==> src/rtl/csc_pkg.sv <==
package csc_pkg;

    typedef enum logic [2:0] {
        ST_ARM   = 3'd0,
        ST_IDLE  = 3'd1,
        ST_LOW   = 3'd2,
        ST_WAIT  = 3'd3,
        ST_BURST = 3'd4
    } csc_state_e;

    typedef enum logic [1:0] {
        CLS_NONE  = 2'd0,
        CLS_EQ    = 2'd1,
        CLS_HSYNC = 2'd2,
        CLS_BROAD = 2'd3
    } csc_class_e;

    typedef struct packed {
        logic hsync;
        logic equalize;
        logic broad;
    } csc_det_t;

endpackage

==> src/rtl/csc_timing_sel.sv <==
module csc_timing_sel #(
    parameter int CNT_W       = 10,
    parameter int NTSC_HMIN   = 60,
    parameter int NTSC_HMAX   = 74,
    parameter int NTSC_BROAD  = 200,
    parameter int NTSC_BSTART = 76,
    parameter int NTSC_BLEN   = 32,
    parameter int PAL_HMIN    = 74,
    parameter int PAL_HMAX    = 92,
    parameter int PAL_BROAD   = 240,
    parameter int PAL_BSTART  = 97,
    parameter int PAL_BLEN    = 40
) (
    input  logic             ntsc_sel,
    output logic [CNT_W-1:0] hmin_o,
    output logic [CNT_W-1:0] hmax_o,
    output logic [CNT_W-1:0] broad_o,
    output logic [CNT_W-1:0] bstart_o,
    output logic [CNT_W-1:0] blen_o
);

    localparam logic [CNT_W-1:0] N_HMIN   = CNT_W'(NTSC_HMIN);
    localparam logic [CNT_W-1:0] N_HMAX   = CNT_W'(NTSC_HMAX);
    localparam logic [CNT_W-1:0] N_BROAD  = CNT_W'(NTSC_BROAD);
    localparam logic [CNT_W-1:0] N_BSTART = CNT_W'(NTSC_BSTART);
    localparam logic [CNT_W-1:0] N_BLEN   = CNT_W'(NTSC_BLEN);
    localparam logic [CNT_W-1:0] P_HMIN   = CNT_W'(PAL_HMIN);
    localparam logic [CNT_W-1:0] P_HMAX   = CNT_W'(PAL_HMAX);
    localparam logic [CNT_W-1:0] P_BROAD  = CNT_W'(PAL_BROAD);
    localparam logic [CNT_W-1:0] P_BSTART = CNT_W'(PAL_BSTART);
    localparam logic [CNT_W-1:0] P_BLEN   = CNT_W'(PAL_BLEN);

    // Select input high picks the 525-line set, low the 625-line set.
    always_comb begin
        if (ntsc_sel) begin
            hmin_o   = N_HMIN;
            hmax_o   = N_HMAX;
            broad_o  = N_BROAD;
            bstart_o = N_BSTART;
            blen_o   = N_BLEN;
        end else begin
            hmin_o   = P_HMIN;
            hmax_o   = P_HMAX;
            broad_o  = P_BROAD;
            bstart_o = P_BSTART;
            blen_o   = P_BLEN;
        end
    end

endmodule

==> src/rtl/csc_pulse_fsm.sv <==
module csc_pulse_fsm
    import csc_pkg::*;
#(
    parameter int CNT_W = 10
) (
    input  logic             clk,
    input  logic             rst,
    input  logic             sync_n,
    input  logic [CNT_W-1:0] hmin,
    input  logic [CNT_W-1:0] hmax,
    input  logic [CNT_W-1:0] broad,
    input  logic [CNT_W-1:0] bstart,
    input  logic [CNT_W-1:0] blen,
    output csc_det_t         det_o,
    output logic             burst_o
);

    localparam logic [CNT_W-1:0] CNT_MAX = '1;
    localparam logic [CNT_W-1:0] CNT_ONE = CNT_W'(1);

    csc_state_e       state_q, state_d;
    logic [CNT_W-1:0] cnt_q;
    logic [CNT_W-1:0] bcnt_q;
    logic [CNT_W-1:0] cnt_inc;
    csc_class_e       cls;
    logic             trailing;

    // Saturating age counter: width while low, age since leading edge after.
    assign cnt_inc  = (cnt_q == CNT_MAX) ? cnt_q : cnt_q + CNT_ONE;
    assign trailing = (state_q == ST_LOW) && sync_n;

    // Width classification, valid at the trailing edge.
    always_comb begin
        if (cnt_q < hmin) begin
            cls = CLS_EQ;
        end else if (cnt_q <= hmax) begin
            cls = CLS_HSYNC;
        end else if (cnt_q >= broad) begin
            cls = CLS_BROAD;
        end else begin
            cls = CLS_NONE;
        end
    end

    // Next-state logic.
    always_comb begin
        state_d = state_q;
        unique case (state_q)
            ST_ARM: begin
                if (sync_n) state_d = ST_IDLE;
            end
            ST_IDLE: begin
                if (!sync_n) state_d = ST_LOW;
            end
            ST_LOW: begin
                if (sync_n) begin
                    state_d = (cls == CLS_HSYNC) ? ST_WAIT : ST_IDLE;
                end
            end
            ST_WAIT: begin
                if (!sync_n) begin
                    state_d = ST_LOW;
                end else if (cnt_q == bstart) begin
                    state_d = ST_BURST;
                end
            end
            ST_BURST: begin
                if (!sync_n) begin
                    state_d = ST_LOW;
                end else if (bcnt_q == blen) begin
                    state_d = ST_IDLE;
                end
            end
            default: state_d = ST_ARM;
        endcase
    end

    // State register and counters.
    always_ff @(posedge clk) begin
        if (rst) begin
            state_q <= ST_ARM;
            cnt_q   <= '0;
            bcnt_q  <= '0;
        end else begin
            state_q <= state_d;
            if ((state_d == ST_LOW) && (state_q != ST_LOW)) begin
                cnt_q <= CNT_ONE;
            end else if ((state_q == ST_LOW) || (state_q == ST_WAIT)) begin
                cnt_q <= cnt_inc;
            end
            if ((state_d == ST_BURST) && (state_q != ST_BURST)) begin
                bcnt_q <= CNT_ONE;
            end else if (state_q == ST_BURST) begin
                bcnt_q <= bcnt_q + CNT_ONE;
            end
        end
    end

    // Registered one-cycle classification outputs.
    always_ff @(posedge clk) begin
        if (rst) begin
            det_o <= '0;
        end else begin
            det_o.hsync    <= trailing && (cls == CLS_HSYNC);
            det_o.equalize <= trailing && (cls == CLS_EQ);
            det_o.broad    <= trailing && (cls == CLS_BROAD);
        end
    end

    assign burst_o = (state_q == ST_BURST);

endmodule

==> src/rtl/csc_field_track.sv <==
module csc_field_track (
    input  logic clk,
    input  logic rst,
    input  logic eq_det,
    input  logic hs_det,
    input  logic br_det,
    output logic field_o,
    output logic frame_o
);

    logic eq_seen_q;
    logic odd_q;

    assign field_o = br_det && eq_seen_q;
    assign frame_o = field_o && !odd_q;

    always_ff @(posedge clk) begin
        if (rst) begin
            eq_seen_q <= 1'b0;
            odd_q     <= 1'b0;
        end else if (field_o) begin
            eq_seen_q <= 1'b0;
            odd_q     <= !odd_q;
        end else if (eq_det) begin
            eq_seen_q <= 1'b1;
        end else if (hs_det) begin
            eq_seen_q <= 1'b0;
        end
    end

endmodule

==> src/rtl/csync_classifier.sv <==
module csync_classifier
    import csc_pkg::*;
#(
    parameter int CNT_W       = 10,
    parameter int NTSC_HMIN   = 60,
    parameter int NTSC_HMAX   = 74,
    parameter int NTSC_BROAD  = 200,
    parameter int NTSC_BSTART = 76,
    parameter int NTSC_BLEN   = 32,
    parameter int PAL_HMIN    = 74,
    parameter int PAL_HMAX    = 92,
    parameter int PAL_BROAD   = 240,
    parameter int PAL_BSTART  = 97,
    parameter int PAL_BLEN    = 40
) (
    input  logic clk,
    input  logic rst,
    input  logic sync_n,
    input  logic ntsc_sel,
    output logic hsync_ok,
    output logic equalize_det,
    output logic broad_det,
    output logic burst_gate,
    output logic field_start,
    output logic frame_start
);

    logic [CNT_W-1:0] hmin, hmax, broad, bstart, blen;
    csc_det_t         det;

    csc_timing_sel #(
        .CNT_W      (CNT_W),
        .NTSC_HMIN  (NTSC_HMIN),
        .NTSC_HMAX  (NTSC_HMAX),
        .NTSC_BROAD (NTSC_BROAD),
        .NTSC_BSTART(NTSC_BSTART),
        .NTSC_BLEN  (NTSC_BLEN),
        .PAL_HMIN   (PAL_HMIN),
        .PAL_HMAX   (PAL_HMAX),
        .PAL_BROAD  (PAL_BROAD),
        .PAL_BSTART (PAL_BSTART),
        .PAL_BLEN   (PAL_BLEN)
    ) u_sel (
        .ntsc_sel(ntsc_sel),
        .hmin_o  (hmin),
        .hmax_o  (hmax),
        .broad_o (broad),
        .bstart_o(bstart),
        .blen_o  (blen)
    );

    csc_pulse_fsm #(
        .CNT_W(CNT_W)
    ) u_fsm (
        .clk    (clk),
        .rst    (rst),
        .sync_n (sync_n),
        .hmin   (hmin),
        .hmax   (hmax),
        .broad  (broad),
        .bstart (bstart),
        .blen   (blen),
        .det_o  (det),
        .burst_o(burst_gate)
    );

    csc_field_track u_field (
        .clk    (clk),
        .rst    (rst),
        .eq_det (det.equalize),
        .hs_det (det.hsync),
        .br_det (det.broad),
        .field_o(field_start),
        .frame_o(frame_start)
    );

    assign hsync_ok     = det.hsync;
    assign equalize_det = det.equalize;
    assign broad_det    = det.broad;

endmodule

==> config.mk <==
export PLATFORM = sky130hd
export DESIGN_NAME = csync_classifier
export DESIGN_NICKNAME = d
export VERILOG_FILES = /design/src/rtl/csc_pkg.sv /design/src/rtl/csc_timing_sel.sv /design/src/rtl/csc_pulse_fsm.sv /design/src/rtl/csc_field_track.sv /design/src/rtl/csync_classifier.sv
export SDC_FILE = /design/constraint.sdc
export NUM_CORES = 1
export LEC_CHECK = 0
export ABC_AREA = 1
export BUFFER_PORTS_ARGS = -buffer_cell sky130_fd_sc_hd__buf_2
export CAP_MARGIN = 20
export CORE_ASPECT_RATIO = 1.75
export CORE_UTILIZATION = 34
export CTS_CLUSTER_DIAMETER = 200
export DETAILED_ROUTE_END_ITERATION = 8
export HOLD_SLACK_MARGIN = 0.06
export MAX_ROUTING_LAYER = met4
export PLACE_DENSITY = 0.48
export SLEW_MARGIN = 20
export SYNTH_ARGS = -nofsm -noshare
export SYNTH_HDL_FRONTEND = slang
export SYNTH_SLANG_ARGS = --single-unit
==> constraint.sdc <==
create_clock -name clk -period 1.6 [get_ports clk]
set_input_delay 0.4 -clock clk [delete_from_list [all_inputs] [get_ports clk]]
set_output_delay 0.4 -clock clk [all_outputs]
set_load 0.05 [all_outputs]
==> flow_summary_export.csv <==
group,metric,value,unit
die,rows,35,
detailed_routing,drtIter0Drc,41,
synth,synth_top_cell_by_area,"dfxtp_1",
critical_path,slowest_delay,0.28,ns
detailed_routing,antenna_left,0,
layout,antenna_cells,0,
timing,tightest_slew,0.464,ns
synth,synth_top_flop_cell,"dfxtp_1",
critical_path,path_common_cell,"nand2_2",
synth,ys_warn_count,0,
cts,cts_buffer_depth,2,
critical_path,cp.required,1.81,ns
critical_path,path_cells,"buf_2, buf_6, ha_4, nand2_4, inv_2, nand2_2, nor2_4, nand4_1, nand2_1, nand2_2, nand2_2, nor2_4, nand2_4, nand2_8, nor2_1",
synth,yosysSeqAreaShare,0.298,
synth,synth_area,0.00188,mm²
critical_path,endpoint_kind,"flop",
die,initial_core_util,0.355,
placed_design,place_hpwl,3.89,mm
pwr,p_leak,1.15,nW
critical_path,rr_worst_depth,14,
worst_hold_path,hold_start,"rst",
synth,synthesis.nets,285,
status,outcome,"complete, but fails checks",
timing,setup_ws,-0.116,ns
global_route,grtUsageTotal,0.190,
critical_path,cpMaxStageDelayCell,"ha_4",
global_route,grt_pass1_wl,8.27,mm
status,violations,"setup timing",
placed_design,io_buffer_count,9,
critical_path,cp.arrival,1.92,ns
synth,synth_edf_count,0,
die,die_x,58.3,µm
die,io_pins,10,
synth,synth.top_cell.area_share,0.298,
synth,syn_inst,267,
synth,synthTopCellsByArea,"dfxtp_1 30%, nand2_1 11%, ha_1 9.3%",
critical_path,critPathKind,"input port to flop",
critical_path,rrSetupSlack,-0.11,ns
synth,syn_area_per_cell,7.05,µm²
cts,tritoncts,"built",
pwr,ir_worst_vdd,0.280,mV
timing,fin_skew,0.00477,ns
worst_hold_path,hold_depth,3,
timing,min_period,1.72,ns
detailed_routing,vias_per_cell,4.66,
synth,synthArstFlopShare,0,
worst_hold_path,holdPathEnd,"u_fsm.state_q[1]",
timing,fin_crit_sh,1.07,
cts,path_clk_slew,0.09,ns
global_route,grt_pass1_vias,1851,
layout,drive_gt1_frac,0.387,
timing,rsz0062_at_grt,"true",
timing,max_freq,583,MHz
die,fp.dieH,100,µm
cts,h-tree-depth,1,
timing,maxSlewHeadroom,0.690,
detailed_routing,wirelength,4.91,mm
critical_path,startpoint_type,"input port",
cts,numCtsBuffers,3,
layout,nFillCells,550,
critical_path,cp_max_fo,9,
global_route,grt_overflow,0,
timing,whs,0.456,ns
synth,yosysMostFrequentCell,"nand2_1",
detailed_routing,num_vias,1851,
detailed_routing,wl_per_cell,12.4,µm
detailed_routing,drc,0,
flow_run,maxCapViolCount,0,
pwr,powerDensity,489,mW/mm²
timing,finalHoldViolCount,0,
placed_design,gp_congestion,0.912,
timing,finalMaxSlewViolations,0,
timing,tns,-1.52,ns
cts,cts_sinks,28,
critical_path,r2r-start,"u_fsm.cnt_q[3]",
global_route,antenna_found_initial,0,
layout,finalNetCount,342,
cts,insertion_delay,0.27,ns
die,dieArea,0.00585,mm²
cts,cts_root_buffer,"clkbuf_8",
synth,synth_commonest_cells,"54 x nand2_1, 40 x nor2_1, 35 x inv_1, 28 x dfxtp_1, 15 x nand3_1",
cts,ctsHoldBuffers,0,
critical_path,r2r-end,"u_fsm.cnt_q[1]",
layout,syn2layout_area_growth,40.4,%
timing,setup_viol,20,
global_route,grt_max_degree,16,
detailed_routing,drtPass1Iterations,5,
die,fp.coreArea,0.00530,mm²
synth,ys_types,36,
worst_hold_path,hold_class,"input port to flop",
synth,ys_seq_elements,28,
## sequential cells by signal, summed over array words and instances, names as in the netlist
name	flops
u_field.eq_seen_q	1
u_field.odd_q	1
u_fsm.bcnt_q	10
u_fsm.cnt_q	10
u_fsm.det_o	3
u_fsm.state_q	3
## logic make-up (layout without fill, tap and decap cells)
kind of cell | after synthesis | in the layout | share of synthesized area
AOI/OAI and AO/OA | 24 | 24 | 0.0751
xor gates and xnor gates | 13 | 13 | 0.0605
adders and majority gates | 14 | 14 | 0.0930
buffers and inverters | 43 | 98 | 0.0917
DFF | 28 | 28 | 0.298
and+or+nand+nor | 145 | 146 | 0.382
## metal layers
layer	wire, µm	share of wire	GRT usage	vias up
met4	130	0.026	0.0568	0
li1	-	-	-	967
met3	54	0.011	0.0141	8
met5	0	0	-	-
met2	2920	0.60	0.384	10
met1	1800	0.37	0.182	866
## what timing repair did
item	in CTS	in global routing
pin swaps	12	16
gates cloned	1	0
endpoints found under the setup margin	23	25
buffers inserted	2	4
gates resized for setup	31	32
hold endpoints to repair	0	0
## power by group
group / internal, mW / leakage [nW] / switching, mW
sequential: 0.698 / 0.229 / 0.00569
combinational: 0.0657 / 0.892 / 0.0947
clock: 0.220 / 0.0288 / 0.209
## placed cells by master (no fill, tap or decap), drive strengths merged
cell,netlist,final
nor3,11,11
inv,40,40
nand3,18,18
dfxtp,28,28
o21ai,11,11
nand3b,1,1
a31oi,2,2
or2,1,1
nand4,7,7
clkbuf,1,4
nand2,60,61
a21oi,10,10
xor2,10,10
nor4,1,1
xnor2,3,3
buf,2,54
a311oi,1,1
ha,14,14
nor2,44,44
nor3b,2,2
## stage by stage
stage	cells	setup WS, ns	util	cell area [µm²]	total power [mW]
final	397	-0.116	0.499	2640	1.29
after global routing	397	-0.228	0.499	2640	1.37
after CTS	394	-0.107	0.474	2510	1.31
after detailed placement	387	-0.456	0.441	2340	0.843
after global placement	387	-0.444	0.441	2340	0.844
after floorplan	267	-0.113	-	1910	0.796
## worst max-delay path by stage
stage              startpoint             end  cells past startpoint
2_1_floorplan        ntsc_sel  u_fsm.cnt_q[6]                     13
3_3_place_gp         ntsc_sel  u_fsm.cnt_q[7]                     14
3_5_place_dp         ntsc_sel  u_fsm.cnt_q[8]                     14
4_1_cts        u_fsm.cnt_q[3]  u_fsm.cnt_q[7]                     14
5_1_grt        u_fsm.cnt_q[3]  u_fsm.cnt_q[4]                     14
6_report             ntsc_sel  u_fsm.cnt_q[1]                     15
## cell type report
cell class / instances / area (µm²) / share of cell area
Sequential cell: 28 / 573 / 0.217
Tap cell: 74 / 92.6 / 0.0350
Timing Repair Buffer: 54 / 428 / 0.162
Inverter: 40 / 163 / 0.0615
Clock buffer: 4 / 55.1 / 0.0208
Multi-Input combinational cell: 197 / 1330 / 0.504
## critical path: cells and delay by family
kind | cells | cell delay, ns
simple gates | 11 | 0.93
fa+ha+maj | 1 | 0.28
buf+inv | 3 | 0.31
No activity file was read; power rests on OpenSTA's default activity.
